## config.mk

```make
export PLATFORM = sky130hd
export DESIGN_NAME = fsync_gen_top
export DESIGN_NICKNAME = d
export VERILOG_FILES = /design/src/rtl/fsync_pkg.sv /design/src/rtl/fsync_regs.sv /design/src/rtl/fsync_tick.sv /design/src/rtl/fsync_wave.sv /design/src/rtl/fsync_gen_top.sv
export SDC_FILE = /design/constraint.sdc
export NUM_CORES = 1
export LEC_CHECK = 0
export ABC_AREA = 0
export BUFFER_PORTS_ARGS = -buffer_cell sky130_fd_sc_hd__buf_2
export CORE_MARGIN = 2
export CORE_UTILIZATION = 35
export DETAILED_ROUTE_END_ITERATION = 16
export GPL_TIMING_DRIVEN = 0
export PLACE_DENSITY = 0.51
export SLEW_MARGIN = 15
export SYNTH_ARGS = -nofsm -noshare
export SYNTH_HDL_FRONTEND = slang
export SYNTH_SLANG_ARGS = --single-unit
```

## constraint.sdc

```tcl
create_clock -name clk -period 13.3 [get_ports clk]
set_clock_uncertainty 0.15 [all_clocks]
set_input_delay 2.66 -clock clk [delete_from_list [all_inputs] [get_ports clk]]
set_output_delay 2.66 -clock clk [all_outputs]
set_load 0.03 [all_outputs]
```

## src/rtl/fsync_pkg.sv

```systemverilog
package fsync_pkg;
  localparam int ADDR_W = 3;
  localparam int NGPIO  = 8;
  localparam int DUR_W  = 16;

  localparam logic [ADDR_W-1:0] A_CTRL   = 3'd0;
  localparam logic [ADDR_W-1:0] A_HI_LSB = 3'd1;
  localparam logic [ADDR_W-1:0] A_HI_MSB = 3'd2;
  localparam logic [ADDR_W-1:0] A_LO_LSB = 3'd3;
  localparam logic [ADDR_W-1:0] A_LO_MSB = 3'd4;
  localparam logic [ADDR_W-1:0] A_TBASE  = 3'd5;
  localparam logic [ADDR_W-1:0] A_ROUTE  = 3'd6;

  typedef struct packed {
    logic [3:0] mode;   // >= 8 picks an external pin
    logic       split;  // 1: separate high/low, 0: 50/50
    logic       en;     // internal generator run
  } ctrl_t;
endpackage

```

## src/rtl/fsync_regs.sv

```systemverilog
module fsync_regs
  import fsync_pkg::*;
#(
  parameter int NPORT = 4
) (
  input  logic              clk,
  input  logic              rst,
  input  logic              wr_en,
  input  logic [ADDR_W-1:0] wr_addr,
  input  logic [7:0]        wr_data,
  output ctrl_t             ctrl,
  output logic [DUR_W-1:0]  hi_len,
  output logic [DUR_W-1:0]  lo_len,
  output logic [2:0]        tsel,
  output logic [NPORT-1:0]  route
);
  logic [DUR_W-1:0] hi_raw, lo_raw;

  always_ff @(posedge clk) begin
    if (rst) begin
      ctrl   <= '0;
      hi_raw <= '0;
      lo_raw <= '0;
      tsel   <= '0;
      route  <= '0;
    end else if (wr_en) begin
      unique case (wr_addr)
        A_CTRL:   ctrl   <= '{mode: wr_data[7:4], split: wr_data[1], en: wr_data[0]};
        A_HI_LSB: hi_raw[7:0]  <= wr_data;
        A_HI_MSB: hi_raw[15:8] <= wr_data;
        A_LO_LSB: lo_raw[7:0]  <= wr_data;
        A_LO_MSB: lo_raw[15:8] <= wr_data;
        A_TBASE:  tsel   <= wr_data[2:0];
        A_ROUTE:  route  <= wr_data[NPORT-1:0];
        default:  ;
      endcase
    end
  end

  // zero counts behave as one tick
  assign hi_len = (hi_raw == '0) ? DUR_W'(1) : hi_raw;
  assign lo_len = (lo_raw == '0) ? DUR_W'(1) : lo_raw;

  p_ctrl_write_r2: assert property (@(posedge clk) disable iff (rst)
    (wr_en && wr_addr == A_CTRL) |=> (ctrl.en == $past(wr_data[0]) && ctrl.mode == $past(wr_data[7:4])));
  p_nonzero_len_r4: assert property (@(posedge clk) disable iff (rst)
    (hi_len != '0) && (lo_len != '0));
endmodule

```

## src/rtl/fsync_tick.sv

```systemverilog
module fsync_tick #(
  parameter int CLKS_PER_UNIT = 75
) (
  input  logic       clk,
  input  logic       rst,
  input  logic [2:0] tsel,
  output logic       tick
);
  localparam int CW = $clog2(CLKS_PER_UNIT * 8) + 1;

  logic [CW-1:0] cnt;
  logic [CW-1:0] period;

  assign period = CW'(CLKS_PER_UNIT) * (CW'(tsel) + CW'(1));

  always_ff @(posedge clk) begin
    if (rst) begin
      cnt  <= '0;
      tick <= 1'b0;
    end else if (cnt >= period - CW'(1)) begin
      cnt  <= '0;
      tick <= 1'b1;
    end else begin
      cnt  <= cnt + CW'(1);
      tick <= 1'b0;
    end
  end

  generate
    if (CLKS_PER_UNIT > 1) begin : g_chk
      p_tick_single_r5: assert property (@(posedge clk) disable iff (rst)
        tick |=> !tick);
    end
  endgenerate
endmodule

```

## src/rtl/fsync_wave.sv

```systemverilog
module fsync_wave
  import fsync_pkg::*;
(
  input  logic             clk,
  input  logic             rst,
  input  logic             tick,
  input  ctrl_t            ctrl,
  input  logic [DUR_W-1:0] hi_len,
  input  logic [DUR_W-1:0] lo_len,
  input  logic [NGPIO-1:0] gpio_in,
  output logic             fsync
);
  localparam int GSW = $clog2(NGPIO);

  logic [NGPIO-1:0] sync1, sync2;
  logic             run, high_ph;
  logic [DUR_W-1:0] rem;
  logic [DUR_W-1:0] lo_eff;
  logic             ext;
  logic [GSW-1:0]   gsel;

  assign ext    = ctrl.mode[3];
  assign gsel   = ctrl.mode[GSW-1:0];
  assign lo_eff = ctrl.split ? lo_len : hi_len;

  always_ff @(posedge clk) begin
    if (rst) begin
      sync1 <= '0;
      sync2 <= '0;
    end else begin
      sync1 <= gpio_in;
      sync2 <= sync1;
    end
  end

  always_ff @(posedge clk) begin
    if (rst) begin
      run     <= 1'b0;
      high_ph <= 1'b0;
      rem     <= '0;
      fsync   <= 1'b0;
    end else if (ctrl.en) begin
      if (tick) begin
        if (!run) begin
          run     <= 1'b1;
          high_ph <= 1'b1;
          fsync   <= 1'b1;
          rem     <= hi_len - DUR_W'(1);
        end else if (rem == '0) begin
          high_ph <= !high_ph;
          fsync   <= !high_ph;
          rem     <= (high_ph ? lo_eff : hi_len) - DUR_W'(1);
        end else begin
          rem <= rem - DUR_W'(1);
        end
      end
    end else begin
      run     <= 1'b0;
      high_ph <= 1'b0;
      rem     <= '0;
      if (!ext)      fsync <= 1'b0;
      else if (tick) fsync <= sync2[gsel];
    end
  end

  p_rise_on_tick_r5: assert property (@(posedge clk) disable iff (rst)
    $rose(fsync) |-> $past(tick));
  p_idle_low_r8: assert property (@(posedge clk) disable iff (rst)
    (!ctrl.en && !ext) |=> !fsync);
  p_stop_low_r6: assert property (@(posedge clk) disable iff (rst)
    ($fell(ctrl.en) && !ext) |=> !fsync);
endmodule

```

## src/rtl/fsync_gen_top.sv

```systemverilog
module fsync_gen_top
  import fsync_pkg::*;
#(
  parameter int CLKS_PER_UNIT = 75,
  parameter int NPORT         = 4
) (
  input  logic             clk,
  input  logic             rst,
  input  logic             wr_en,
  input  logic [2:0]       wr_addr,
  input  logic [7:0]       wr_data,
  input  logic [7:0]       gpio_in,
  output logic             fsync,
  output logic [NPORT-1:0] bc_gpio
);
  ctrl_t            ctrl;
  logic [DUR_W-1:0] hi_len, lo_len;
  logic [2:0]       tsel;
  logic [NPORT-1:0] route;
  logic             tick;

  fsync_regs #(.NPORT(NPORT)) u_regs (
    .clk(clk), .rst(rst), .wr_en(wr_en), .wr_addr(wr_addr), .wr_data(wr_data),
    .ctrl(ctrl), .hi_len(hi_len), .lo_len(lo_len), .tsel(tsel), .route(route)
  );

  fsync_tick #(.CLKS_PER_UNIT(CLKS_PER_UNIT)) u_tick (
    .clk(clk), .rst(rst), .tsel(tsel), .tick(tick)
  );

  fsync_wave u_wave (
    .clk(clk), .rst(rst), .tick(tick), .ctrl(ctrl), .hi_len(hi_len),
    .lo_len(lo_len), .gpio_in(gpio_in), .fsync(fsync)
  );

  generate
    for (genvar p = 0; p < NPORT; p++) begin : g_port
      always_ff @(posedge clk) begin
        if (rst) bc_gpio[p] <= 1'b0;
        else     bc_gpio[p] <= route[p] & fsync;
      end
    end
  endgenerate

  p_ports_agree_r9: assert property (@(posedge clk) disable iff (rst)
    $stable(route) |-> (bc_gpio == '0 || bc_gpio == route));
endmodule

```

# --- Yosys cells after proc, flatten, opt, wreduce, memory -nomap -nowiden ---
# Index checks and enable logic that the tools add are counted.
op_classes:
  add_sub_neg: 6
  multipliers: 1
  n_lt_le_gt_ge: 2
  n_eq_ne: 10
  mux: 15
  bitwise: 5
  reduce_logical: 16
ops:
  columns: ["operator", "n"]
  rows:
  - ["16-bit two-way mux", 6]
  - ["16-bit logical NOT", 3]
  - ["16-bit by 1-bit subtractor with 16-bit output, second input constant", 3]
  - ["2-bit AND reduction", 8]
  - ["11-bit by 1-bit adder with 11-bit output, second input constant", 1]
  - ["11-bit greater-or-equal comparator", 1]
  - ["7-bit by 11-bit multiplier with 11-bit output, first input constant", 1]
  - ["11-bit by 1-bit subtractor with 11-bit output, second input constant", 1]
  - ["3-bit equality test, second input constant", 3]
  - ["1-bit two-way mux", 8]
  - ["3-bit by 2-bit equality test with 1-bit output, second input constant", 2]
  - ["3-bit by 1-bit adder with 4-bit output, second input constant", 1]
  - ["1-bit bitwise AND", 4]
  - ["3-bit by 4-bit < comparator with 1-bit output, second input constant", 1]
  - ["2-bit by 1-bit != test with 1-bit output, second input constant", 2]
  - ["2-bit OR reduction", 2]
  - ["1-bit binary-select mux with 3-bit select", 1]
  - ["3-bit by 1-bit equality test with 1-bit output, second input constant", 1]
  - ["3-bit logical NOT", 1]
  - ["3-bit != test, second input constant", 1]
  - ["3-bit AND reduction", 1]
  - ["2-bit != test, second input constant", 1]
  - ["1-bit logical NOT", 1]
  - ["1-bit NOT", 1]
totals:
  regBits: 96
  inputBits: 22
  output_inout_bits: 5
  elab_cells: 76

# --- Depth between registers and ports, before layout ---
depth:
  ltp_word: 7
  ltp_mapped: 22
  depth_no_buf: 21

# --- Hierarchy ---
# Synthesis repeated with hierarchy kept, for this count alone.
hier_totals:
  cells_unflattened: 595
  area_unflattened_um2: 5390.2
by_module_without_submodules:
  columns: ["mod", "instances", "cells_each", "area_per_inst_um2", "seq_area_each_um2"]
  rows:
  - ["fsync_wave", 1, 221, 1994.4, 700.7]
  - ["fsync_regs", 1, 204, 1849.3, 900.9]
  - ["fsync_tick", 1, 162, 1431.4, 240.2]
  - ["fsync_gen_top", 1, 8, 115.1, 80.1]

# --- Least setup slack after synthesis ---
# Ideal clock, no wire load.
synth_timing:
  path_type: "register to register"
  from: "reg u_regs.tsel[1]"
  to: "reg u_tick.cnt[10]"
  setup_time_ns: 0.132
  t_arrival_ns: 4.465
  t_required_ns: 13.018
  setup_slack_ns: 8.553
  path_stages_with_launch: 21
  n_path_buf: 1
  period_less_slack_ns: 4.747
  path_cell_list: "dfxtp_1 > ha_1 > xor2_1 > ha_1 > inv_1 > ha_1 > or2_2 > ha_1 > ha_1 > a21o_1 > a31oi_1 > nor2_1 > o21a_1 > o21a_1 > o311a_1 > ha_1 > o2111ai_1 > o21a_1 > nor2_1 > clkbuf_1 > nor3_1"
synth_between:
  elab_chain_cells: 5
synth_lines:
  columns: ["element", "line", "rtl"]
  rows:
  - ["start: declaration", "fsync_regs.sv:14", "output logic [2:0] tsel,"]
  - ["start signal: assignment", "fsync_regs.sv:33", "A_TBASE: tsel <= wr_data[2:0];"]
  - ["3-bit by 1-bit adder with 4-bit output", "fsync_tick.sv:14", "assign period = CW'(CLKS_PER_UNIT) * (CW'(tsel) + CW'(1));"]
  - ["7-bit by 11-bit multiplier with 11-bit output", "fsync_tick.sv:14", null]
  - ["11-bit by 1-bit subtractor with 11-bit output", "fsync_tick.sv:20", "end else if (cnt >= period - CW'(1)) begin"]
  - ["11-bit greater-or-equal comparator", "fsync_tick.sv:20", null]
  - ["2-bit OR reduction (no source line)", null, null]
  - ["end signal: assignment", "fsync_tick.sv:24", "cnt <= cnt + CW'(1);"]
  - ["end: declaration", "fsync_tick.sv:11", "logic [CW-1:0] cnt;"]
# No other way between the ends.
# A chain may end at the register's enable or synchronous reset.

# --- Worst setup path in the final report ---
layout_timing:
  from: "reg u_regs.tsel[0]"
  to: "reg u_tick.cnt[6]"
# The elaborated chain is that of the path after synthesis.

==> summary.txt <==
Synth
  • Yosys top cell area share: 38.9%
  • Syn Inst Count: 560
  • Yosys warns: 0
  • Syn nets: between 600 and 700
  • Asr flop ratio synth: 0%
  • #FFs+latches synth: 96
  • Top FF cell, synth: dfxtp_1
  • Netlist Area Pre-Place: 4940 um2
  • Mean cell area of the mapped netlist: ~8.8 um2
  • Post-synth EDFFs: 0
  • Seq/Total Area, Yosys: between 30% and 40%
  • Top cells by area, synth: dfxtp_1, ha_1, mux2i_1
  • Yosys top cell by area: dfxtp_1
  • Synth cell types: 51

STA
  • Fmax: 0.186 GHz
  • Minimum clock period after layout: about 5.4 ns
  • Final setup vio count: 0
  • Least-Margin Pin Slew: about 1.1 ns
  • RSZ-0062 raised after global routing: no
  • Hold slack: between 0.2 and 0.3 ns
  • Final Max Slew Viols: 0
  • Final TNS setup: 0 ns
  • Final hold viol count: 0
  • Worst slew margin: 23.7%
  • Fin crit share: between 40% and 50%

Routing
  • ANT nets after route: 0
  • Vias: slightly above 4,000
  • DR vias/cell: 5.17
  • Wirelength per Cell: 15.8 um
  • Initial DRC Count: 179
  • Post-detailed-routing wire length: between 10 and 15 mm
  • Residual DRC: 0
  • Pre-antenna DRT Iters: 4

Clock tree
  • Depth of the CTS H-tree: 3
  • Buffer depth of the longest clock path: 2
  • CTS Buf Count: 9
  • Worst skew pair latency: 0.35 ns
  • Post_cts resized: 0
  • Clk root buf: clkbuf_16
  • Setup repair bufs after CTS: 0
  • Clock-pin slew on the worst setup and hold paths: about 0.080 ns
  • CTS tree: built
  • Clock Sinks: 96
  • CTS Hold Bufs: 0

Setup path
  • CP Data Required Time: 13.36 ns
  • FF-to-FF path depth: 20
  • Setup crit end kind: register
  • Crit path capture: u_tick.cnt[6]
  • Critical path cell sequence: ha_1, xor2_1, ha_1, inv_1, ha_1, or2_2, ha_1, ha_1, a21o_1, a31oi_1, nor2_1, o21a_1, o21a_1, o311a_1, ha_1, o2111ai_1, o21a_1, nor2_1, clkbuf_1, nor3_1
  • CP startpoint: u_regs.tsel[0]
  • Worst Path Arrival: 5.43 ns
  • Launching point of the worst reg2reg path: u_regs.tsel[0]
  • Flop2flop setup slack: ~7.9 ns
  • Crit-path max FO: 10
  • Most frequent cell on the critical path: ha_1
  • Crit Path Class: register to register
  • Worst path slowest cell: dfxtp_1
  • Reg2reg end: u_tick.cnt[6]
  • Setup crit start kind: register
  • Largest stage delay on the critical path: 0.49 ns

Pwr
  • PwrDens: 114 nW/um2
  • Peak supply drop: about 84 uV
  • Pleak: between 2 and 2.5 nW

Global route
  • First-pass GRT wire length: 20.4 mm
  • Grt ovf: 0
  • Total global-route track usage: 17.6%
  • Vias in the first global route: 3,948
  • Met3 Resource Use GR: under 10%
  • Initial antenna violation count: 0
  • Met1 Track Usage GR: a little under a quarter
  • Busiest layer in global routing: met2
  • M2 GR Usage: between 20 and 30%
  • Largest net degree at the start of global routing: 22

Placed design
  • Placed cell count: around 770
  • Number of port buffers: 26
  • HPWL after detailed placement: around 9.5 mm
  • RD Place Congestion: approximately 0.84
  • Cell Area, Placed: ~5300 um2

Final layout
  • Most frequent cells in the layout: dfxtp_1, nand2_1, nor2_1
  • Area growth syn-to-layout: 13.6%
  • Non-Filler Instances: around 780
  • Net count, final: roughly 660
  • Ant diodes: 0
  • Share of post-route cells with drive strength above 1: 10.1%
  • Most common cell after layout, fill and taps aside: dfxtp_1
  • Final instance area: 5610 um2
  • Post-Route Utilization: slightly above 40%

Floorplanning
  • Die area: 15,100 um2
  • Core ar.: approximately 14,000 um2
  • Starting Density: 35.7%
  • Row count: 43
  • Die width: 123 um
  • Boundary Pins: 27
  • Die height: 123 um

Flow run
  • Max_cap viols: 0

Min path
  • Min-delay worst type: register to register

Outcome
  • Outcome: finished, final reports clean
==> cells in the mapped netlist, types with 11 or more instances <==
master and instances:
nor4_1 11, xor2_1 15, mux2i_1 27, nor3_1 22
nor2b_1 21, inv_1 18, a21oi_1 37, nand3_1 29
dfxtp_1 96, nand2_1 62, ha_1 34, nor2_1 45
clkbuf_1 16, a31oi_1 12
==> how the worst min path moves through the flow <==
stage	startpoint	end	slack, ns	cells after the start
after floorplan	u_wave.sync1[0]	u_wave.sync2[0]	0.26	1
after global placement	u_wave.sync1[1]	u_wave.sync2[1]	0.27	1
after detailed placement	u_wave.sync1[0]	u_wave.sync2[0]	0.28	1
after CTS	u_wave.sync1[4]	u_wave.sync2[4]	0.30	1
after global routing	u_wave.sync1[1]	u_wave.sync2[1]	0.31	1
final	u_wave.sync1[3]	u_wave.sync2[3]	0.29	1
==> flip-flops by register name (all words and copies together), names as in the netlist, 4 cells and up <==
register and count:
u_wave.rem 16, u_regs.route 4, u_regs.ctrl 6, u_tick.cnt 11, u_regs.lo_raw 16, bc_gpio 4
u_wave.sync1 8, u_regs.hi_raw 16, u_wave.sync2 8
==> where the power goes <==
part	internal (mW)	total (mW)	switching, mW
combinational	0.0316	0.0739	0.0423
sequential	0.293	0.299	0.00537
clock	0.137	0.268	0.131
==> cells by family (layout without fill, tap and decap cells) <==
| kind of cell | Yosys count | count (layout) | share of synthesized area, % |
|---|---|---|---|
| AO/OA/AOI/OAI | 101 | 101 | 14.0 |
| XOR/XNOR | 23 | 23 | 4.08 |
| adder cells (fa/ha/maj) | 37 | 37 | 9.84 |
| buffers and inverters | 42 | 84 | 3.57 |
| flip-flops | 96 | 96 | 38.9 |
| multiplexers | 29 | 29 | 6.39 |
| AND/OR/NAND/NOR | 232 | 232 | 23.2 |
==> critical path, delay by kind of cell, from the launching register on <==
| kind | cells | cell delay, ns |
|---|---|---|
| AOI/OAI and AO/OA | 7 | 1.44 |
| adders and majority gates | 6 | 1.64 |
| xor gates and xnor gates | 1 | 0.45 |
| buffers and inverters | 2 | 0.45 |
| DFF | 1 | 0.49 |
| and+or+nand+nor | 4 | 0.61 |
==> through the flow <==
step,power [mW],setup WS (ns)
floorplan,0.357,8.55
global placement,0.378,7.93
detailed placement,0.379,7.92
CTS,0.649,7.90
global route,0.671,7.45
finish,0.640,7.93
==> area by class of cell <==
| class | count | area, um2 |
|---|---|---|
| sequential | 96 | 1920 |
| fill | 1399 | 8220 |
| tap | 180 | 225 |
| clock buffer | 9 | 225 |
| multi-input combinational | 422 | 2840 |
| timing repair buffer | 26 | 130 |
| buffer | 24 | 109 |
| inverter | 18 | 67.6 |
| clock inverter | 7 | 88.8 |
==> routing by layer <==
layer  part of all wire, %  up-vias
met5                     0        -
met2                    46       58
met1                    49     1908
met3                   3.0       13
met4                   1.4        0
li1                      -     2062
Power figures use the tool's default switching activity.
